===== config.mk =====
export PLATFORM = sky130hd
export DESIGN_NAME = pp_ep_buf
export DESIGN_NICKNAME = d
export VERILOG_FILES = /design/src/rtl/pp_ep_pkg.sv /design/src/rtl/ep_byte_ptr.sv /design/src/rtl/ep_bank_ram.sv /design/src/rtl/ep_bank_ctrl.sv /design/src/rtl/pp_ep_buf.sv
export SDC_FILE = /design/constraint.sdc
export NUM_CORES = 2
export LEC_CHECK = 0
export ABC_AREA = 1
export BUFFER_PORTS_ARGS = -buffer_cell sky130_fd_sc_hd__buf_2
export CORE_ASPECT_RATIO = 1.25
export CORE_MARGIN = 2
export CORE_UTILIZATION = 42
export CTS_CLUSTER_DIAMETER = 200
export DETAILED_ROUTE_END_ITERATION = 10
export PLACE_DENSITY_LB_ADDON = 0.25
export SKIP_LAST_GASP = 1
export SYNTH_ARGS = -nofsm -noshare
export SYNTH_HDL_FRONTEND = slang
export SYNTH_HIERARCHICAL = 1
export SYNTH_SLANG_ARGS = --single-unit

===== constraint.sdc =====
create_clock -name clk -period 4.1 [get_ports clk]
set_input_delay 0.82 -clock clk [delete_from_list [all_inputs] [get_ports clk]]
set_output_delay 0.82 -clock clk [all_outputs]
set_load 0.02 [all_outputs]

===== src/rtl/pp_ep_pkg.sv =====
package pp_ep_pkg;

    localparam int BYTE_W = 8;

    typedef logic [BYTE_W-1:0] ep_byte_t;

    typedef enum logic {
        EP_OUT = 1'b0,
        EP_IN  = 1'b1
    } ep_dir_e;

    // Next bank for one side: alternates with two banks, stays at 0 with one.
    function automatic logic next_bank(input logic cur, input int unsigned banks);
        return (banks > 1) ? ~cur : 1'b0;
    endfunction

endpackage


===== src/rtl/ep_byte_ptr.sv =====
module ep_byte_ptr #(
    parameter  int DEPTH = 64,
    localparam int CW    = $clog2(DEPTH + 1)
) (
    input  logic          clk,
    input  logic          rst,
    input  logic          clr,
    input  logic          step,
    output logic [CW-1:0] ptr,
    output logic          at_end
);

    assign at_end = (ptr == CW'(DEPTH));

    // Saturating byte index: 0..DEPTH
    always_ff @(posedge clk) begin
        if (rst || clr) begin
            ptr <= '0;
        end else if (step && !at_end) begin
            ptr <= ptr + 1'b1;
        end
    end

endmodule


===== src/rtl/ep_bank_ram.sv =====
module ep_bank_ram
    import pp_ep_pkg::*;
#(
    parameter  int DEPTH = 64,
    parameter  int NB    = 2,
    localparam int AW    = $clog2(DEPTH),
    localparam int IW    = (NB > 1) ? AW + 1 : AW
) (
    input  logic          clk,
    input  logic          we,
    input  logic          w_bank,
    input  logic [AW-1:0] w_addr,
    input  ep_byte_t      w_data,
    input  logic          a_bank,
    input  logic [AW-1:0] a_addr,
    output ep_byte_t      a_data,
    input  logic          b_bank,
    input  logic [AW-1:0] b_addr,
    output ep_byte_t      b_data
);

    ep_byte_t mem [0:(2**IW)-1];

    always_ff @(posedge clk) begin
        if (we) begin
            mem[IW'({w_bank, w_addr})] <= w_data;
        end
    end

    assign a_data = mem[IW'({a_bank, a_addr})];
    assign b_data = mem[IW'({b_bank, b_addr})];

endmodule


===== src/rtl/ep_bank_ctrl.sv =====
module ep_bank_ctrl
    import pp_ep_pkg::*;
#(
    parameter  int      DEPTH = 64,
    parameter  int      NB    = 2,
    parameter  ep_dir_e DIR   = EP_IN,
    localparam int      CW    = $clog2(DEPTH + 1)
) (
    input  logic                clk,
    input  logic                rst,
    input  logic                cpu_take,
    input  logic [CW-1:0]       cpu_count,
    input  logic                usb_take,
    input  logic [CW-1:0]       usb_count,
    output logic                cpu_sel,
    output logic                usb_sel,
    output logic [1:0]          full,
    output logic [1:0][CW-1:0]  len
);

    localparam logic IS_IN = (DIR == EP_IN);

    logic [CW-1:0] cpu_cnt_c;
    assign cpu_cnt_c = (cpu_count > CW'(DEPTH)) ? CW'(DEPTH) : cpu_count;

    // Each side owns one pointer and moves it only on its own hand-over
    always_ff @(posedge clk) begin
        if (rst) begin
            cpu_sel <= 1'b0;
            usb_sel <= 1'b0;
        end else begin
            if (cpu_take) cpu_sel <= next_bank(cpu_sel, NB);
            if (usb_take) usb_sel <= next_bank(usb_sel, NB);
        end
    end

    for (genvar b = 0; b < 2; b++) begin : g_bank
        if (b < NB) begin : g_live
            logic          f_q;
            logic [CW-1:0] l_q;
            // A bank cannot be valid for both sides at once, so at most one branch applies
            always_ff @(posedge clk) begin
                if (rst) begin
                    f_q <= 1'b0;
                    l_q <= '0;
                end else if (cpu_take && cpu_sel == 1'(b)) begin
                    f_q <= IS_IN;
                    if (IS_IN) l_q <= cpu_cnt_c;
                end else if (usb_take && usb_sel == 1'(b)) begin
                    f_q <= !IS_IN;
                    if (!IS_IN) l_q <= usb_count;
                end
            end
            assign full[b] = f_q;
            assign len[b]  = l_q;
        end else begin : g_absent
            assign full[b] = 1'b0;
            assign len[b]  = '0;
        end
    end

endmodule


===== src/rtl/pp_ep_buf.sv =====
module pp_ep_buf
    import pp_ep_pkg::*;
#(
    parameter  ep_dir_e DIR   = EP_IN,
    parameter  int      NB    = 2,
    parameter  int      DEPTH = 64,
    localparam int      CW    = $clog2(DEPTH + 1),
    localparam int      AW    = $clog2(DEPTH)
) (
    input  logic          clk,
    input  logic          rst,
    input  logic          cpu_wr,
    input  logic [7:0]    cpu_wdata,
    input  logic          cpu_rd,
    output logic [7:0]    cpu_rdata,
    input  logic          cpu_commit,
    input  logic [CW-1:0] cpu_count,
    input  logic          cpu_irq_clr,
    output logic          cpu_ok,
    output logic [CW-1:0] cpu_len,
    output logic          cpu_irq,
    output logic          buf_ovf,
    input  logic          usb_wr,
    input  logic [7:0]    usb_wdata,
    input  logic          usb_rd,
    output logic [7:0]    usb_rdata,
    input  logic          usb_done,
    input  logic          usb_abort,
    output logic          usb_nak,
    output logic [CW-1:0] usb_len
);

    localparam logic IS_IN = (DIR == EP_IN);

    logic               cpu_sel, usb_sel;
    logic [1:0]         full_q;
    logic [1:0][CW-1:0] len_q;
    logic [CW-1:0]      cpu_ptr, usb_ptr;
    logic               cpu_end, usb_end;
    logic               cpu_own, usb_own;
    logic               cpu_take, usb_take;
    logic               cpu_wr_go, usb_wr_go;
    logic               cpu_step, usb_step;
    logic               ram_we, ram_wbank;
    logic [AW-1:0]      ram_waddr;
    ep_byte_t           ram_wdata, cpu_rd_byte, usb_rd_byte;
    logic               ovf_q;

    // Which side may touch its current bank
    assign cpu_own = IS_IN ? !full_q[cpu_sel] : full_q[cpu_sel];
    assign usb_own = IS_IN ?  full_q[usb_sel] : !full_q[usb_sel];

    assign cpu_take  = cpu_own && (IS_IN ? cpu_commit : cpu_irq_clr);
    assign usb_take  = usb_own && usb_done;

    assign cpu_wr_go = IS_IN  && cpu_own && cpu_wr;
    assign usb_wr_go = !IS_IN && usb_own && usb_wr;
    assign cpu_step  = cpu_wr_go || (!IS_IN && cpu_own && cpu_rd);
    assign usb_step  = usb_wr_go || (IS_IN && usb_own && usb_rd);

    ep_bank_ctrl #(.DEPTH(DEPTH), .NB(NB), .DIR(DIR)) u_ctrl (
        .clk       (clk),
        .rst       (rst),
        .cpu_take  (cpu_take),
        .cpu_count (cpu_count),
        .usb_take  (usb_take),
        .usb_count (usb_ptr),
        .cpu_sel   (cpu_sel),
        .usb_sel   (usb_sel),
        .full      (full_q),
        .len       (len_q)
    );

    ep_byte_ptr #(.DEPTH(DEPTH)) u_cpu_ptr (
        .clk    (clk),
        .rst    (rst),
        .clr    (cpu_take),
        .step   (cpu_step),
        .ptr    (cpu_ptr),
        .at_end (cpu_end)
    );

    ep_byte_ptr #(.DEPTH(DEPTH)) u_usb_ptr (
        .clk    (clk),
        .rst    (rst),
        .clr    (usb_take || usb_abort),
        .step   (usb_step),
        .ptr    (usb_ptr),
        .at_end (usb_end)
    );

    // The writer is fixed by direction: CPU for IN, USB for OUT
    assign ram_we    = IS_IN ? (cpu_wr_go && !cpu_end) : (usb_wr_go && !usb_end);
    assign ram_wbank = IS_IN ? cpu_sel   : usb_sel;
    assign ram_waddr = IS_IN ? cpu_ptr[AW-1:0] : usb_ptr[AW-1:0];
    assign ram_wdata = IS_IN ? cpu_wdata : usb_wdata;

    ep_bank_ram #(.DEPTH(DEPTH), .NB(NB)) u_ram (
        .clk    (clk),
        .we     (ram_we),
        .w_bank (ram_wbank),
        .w_addr (ram_waddr),
        .w_data (ram_wdata),
        .a_bank (cpu_sel),
        .a_addr (cpu_ptr[AW-1:0]),
        .a_data (cpu_rd_byte),
        .b_bank (usb_sel),
        .b_addr (usb_ptr[AW-1:0]),
        .b_data (usb_rd_byte)
    );

    always_ff @(posedge clk) begin
        if (rst) begin
            ovf_q <= 1'b0;
        end else if ((cpu_wr_go && cpu_end) || (usb_wr_go && usb_end)) begin
            ovf_q <= 1'b1;
        end
    end

    if (IS_IN) begin : g_in_irq
        logic irq_q;
        always_ff @(posedge clk) begin
            if (rst) begin
                irq_q <= 1'b0;
            end else if (usb_take) begin
                irq_q <= 1'b1;
            end else if (cpu_irq_clr) begin
                irq_q <= 1'b0;
            end
        end
        assign cpu_irq = irq_q;
    end else begin : g_out_irq
        assign cpu_irq = full_q[cpu_sel];
    end

    assign cpu_ok    = cpu_own;
    assign cpu_len   = len_q[cpu_sel];
    assign usb_len   = len_q[usb_sel];
    assign usb_nak   = !usb_own;
    assign buf_ovf   = ovf_q;
    assign cpu_rdata = cpu_end ? '0 : cpu_rd_byte;
    assign usb_rdata = usb_end ? '0 : usb_rd_byte;

endmodule


==> flow_summary_export.csv <==
group,metric,value,unit
hold_path,min_path_type,"input pin to flop",
cells_and_area,area_growth,15.4,%
setup_path,cp.arrival,3.31,ns
setup_path,r2r-start,"u_cpu_ptr/ptr[1]",
pwr,p_int,0.0181,W
setup_path,path_max_fanout,20,
pwr,ir_drop,0.000384,V
hold_path,hp-start,"cpu_irq_clr",
timing,finalHoldViolations,0,
pwr,switching_power,0.00651,W
timing,worst_pin_slew,1.32,ns
clocking,insertion_delay,0.75,ns
cells_and_area,fin_nets,6310,
timing,maxSlewHeadroom,12.2,%
clocking,cts_max_level,3,
pwr,p_leak,24.0,nW
setup_path,crit_type,"flop to primary output",
synthesis,synth_area_leaders,"edfxtp_1, nand3_1, nand2_1, buf_2, buf_6",
synthesis,synth_edf_count,1024,
synthesis,ys.flop_type,"edfxtp_1",
die,fp.coreArea,0.130,mm2
route,viasPerCell,5.97,
synthesis,postSynthAreaPerCell,8.79,um2
setup_path,crit_top_cell,"nand2_1",
global_routing,antenna_found_initial,2,
timing,fin_ws,-0.0333,ns
cells_and_area,final_cells,8088,
timing,fin_crit,4.13,ns
synthesis,ys_warn_count,6,
setup_path,worst_ep_required_time,3.28,ns
global_routing,overflow,0,
placed_design,portBuffers,56,
synthesis,netlist_instances,6215,
synthesis,synth_compound_area_share,0.561,%
synthesis,netlist_area,0.0547,mm2
setup_path,crit_buf_inv,5,
setup_path,slowest_delay,0.43,ns
status,violations,"negative setup slack",
pwr,p_comb_share,11.9,%
synthesis,synth_fa_ha_area_share,0.0916,%
setup_path,rr_worst_depth,12,
status,status,"finished, violations left",
pwr,pwr-share-clk,39.6,%
timing,max_freq,242,MHz
pwr,p_sw_share,26.5,%
die,rows,148,
setup_path,startpoint_type,"flop",
die,ioPinCount,67,
cells_and_area,fin_area,0.0631,mm2
clocking,cts_tree,"yes",
setup_path,reg2reg_to,"u_ram/mem[71][4]",
placed_design,post-place-cells,7806,
timing,timing.final.crit_share,101,%
hold_path,holdPathEnd,"cpu_irq",
global_routing,track_usage,28.6,%
timing,maxSlewViolCount,0,
clocking,cts_buffers,105,
synthesis,synthXorXnorAreaFrac,0.0641,%
hold_path,whs_path_depth,4,
die,die-height,407,um
timing,rsz0062_at_grt,"true",
global_routing,grt_start_max_net_pins,100,
setup_path,cpMaxStageDelayCell,"dfxtp_4",
setup_path,critPathLaunch,"u_cpu_ptr/ptr[0]",
clocking,clkSinkCount,1058,
synthesis,yosysSeqAreaShare,57.5,%
cells_and_area,utilization,48.7,%
route,wl_per_cell,25.1,um
clocking,cts-root-buf,"clkbuf_16",
die,die_x,327,um
clocking,cts.clk_slew.worst_paths,0.07,ns
setup_path,crit_chain,"buf_12 > clkinv_16 > bufbuf_16 > nand2_1 > nand3_1 > nand3_1 > nand3_1 > nand2_1 > nand2_1 > nand3_2 > nand2_1 > nand2_1 > nand2_2 > inv_1 > nor2_1 > buf_2",
global_routing,grt_pass1_vias,44700,
setup_path,cp_top_family,"simple AND/OR/NAND/NOR gates",
synthesis,yosysTopAreaCell,"edfxtp_1",
die,die_area,0.133,mm2
synthesis,synthSimpleGateAreaFrac,35.7,%
timing,skew,0.0435,ns
route,first_pass_iters,8,
placed_design,place_hpwl,112,mm
route,drc,0,
synthesis,synth-seq-cells,1058,
synthesis,synth_top_family_by_area,"simple AND/OR/NAND/NOR gates",
clocking,clock_path_buffers,3,
pwr,power_density,390,mW/mm2
global_routing,grt_pass1_wl,286,mm
pwr,seqPwrFrac,48.5,%
placed_design,place_area,0.0570,mm2
placed_design,place_ws,0.370,ns
route,ant_nets,0,
route,drtIter0Drc,6474,
timing,setup_viol,7,
synthesis,synth_top_area_share,56.3,%
setup_path,reg2reg_slack,0.79,ns
synthesis,ys_types,33,
synthesis,async_flop_share,0,%
synthesis,synth_mux_area_share,0,%
route,wl,203,mm
route,num_vias,48300,
placed_design,gp_congestion,0.933,
setup_path,crit_path_end_kind,"primary output",
job,drv_cap,0,
synthesis,syn_nets,6252,
cells_and_area,drive_gt1_share,11.7,%
die,start_util,42.2,%
pwr,total_power,0.0246,W
cell families after synthesis:
family | count (synthesis)
buffers and inverters | 553
and+or+nand+nor | 4545
DFF | 1058
adders and majority gates | 4
AOI/OAI and AO/OA | 51
xor gates and xnor gates | 4
power groups by stage:
stage          Clock, W  Combinational, W  Sequential, W
2_1_floorplan         0           0.00154         0.0121
3_3_place_gp          0           0.00243         0.0122
3_5_place_dp          0           0.00245         0.0122
4_1_cts         0.00979           0.00263         0.0119
5_1_grt          0.0102           0.00308         0.0119
6_report        0.00974           0.00293         0.0119
synth_stat cells (5+ instances only):
cell type and instances:
nand3_1 1867, nand2_1 2465, nand2_2 6, edfxtp_1 1024, dfxtp_1 34, inv_2 12
buf_6 99, o21ai_1 6, buf_2 238, nor2_1 179, nand4_1 5, inv_1 79
a21oi_1 8, buf_4 48, nor3_1 8, buf_1 23, nor2_2 7, clkbuf_1 51
o21ai_0 24
registers in the layout, summed over array words and instances (netlist names):
signal,cells
u_ctrl/usb_sel,1
cpu_irq,1
u_ctrl/cpu_sel,1
u_cpu_ptr/ptr,7
u_ctrl/g_bank.g_live.f_q,2
u_ram/mem,1024
buf_ovf,1
u_ctrl/g_bank.g_live.l_q,14
u_usb_ptr/ptr,7
placed cells by master, fill, tap and decap left out, types with 5 or more instances in the layout:
master	count
nor2_2	7
bufbuf_16	5
nor2_4	9
nand4_1	5
inv_16	5
nand2_2	49
nand3_1	1808
clkinv_4	5
clkinv_16	5
clkinvlp_4	10
clkinv_2	26
nand3_2	57
inv_2	14
dfxtp_1	25
clkbuf_1	13
a21oi_1	8
inv_1	73
o21ai_1	6
nand2_1	2419
nor2_1	171
buf_8	7
o21ai_0	24
nand3_4	6
bufinv_16	9
buf_2	40
edfxtp_1	1024
clkinv_1	20
buf_6	20
buf_12	50
clkbuf_16	132
nor3_1	8
buf_16	37
dfxtp_4	8
buf_4	216
stage by stage:
stage	setup TNS [ns]	hold slack, ns
after floorplan	0	0.441
after global placement	0	0.440
after detailed placement	0	0.441
after CTS	-0.161	0.318
after global routing	-0.412	0.356
final	-0.140	0.335
layout make-up:
class	count	area, um2
antenna	1	2.50
clock buffer	119	2700
clock inverter	77	728
fill	11900	66600
inverter	93	439
multi-input combinational	4604	20400
sequential	1058	31500
tap	1725	2160
timing repair buffer	402	5000
timing repair inverter	9	149
how the worst max path moves through the flow:
stage,end,slack (ns),cells past startpoint
floorplan,u_ram/mem[105][0],1.39,12
global placement,usb_rdata[2],0.34,15
detailed placement,usb_rdata[3],0.37,15
CTS,usb_rdata[1],-0.04,14
global route,usb_rdata[3],-0.06,12
finish,cpu_rdata[1],-0.03,16
tightest hold or removal path: cells and delay by family:
| family | cells | cell delay (ns) |
|---|---|---|
| AOI/OAI and AO/OA | 1 | 0.05 |
| buffers and inverters | 2 | 0.10 |
| and+or+nand+nor | 1 | 0.06 |
routing by layer:
layer | track usage (%) | share of wire, %
met1 | 35.9 | 36
met2 | 46.2 | 47
met4 | 17.6 | 6.4
met3 | 4.74 | 11
met5 | 0 | 0.0059
what timing repair did:
| action | in CTS | in global routing |
|---|---|---|
| buffers inserted | 15 | 19 |
| hold buffers | 0 | 0 |
| setup endpoints to repair | 16 | 16 |
| cloned | 21 | 30 |
| pin swaps | 0 | 31 |
| gates resized for setup | 76 | 181 |
No activity file was read; power rests on OpenSTA's default activity.
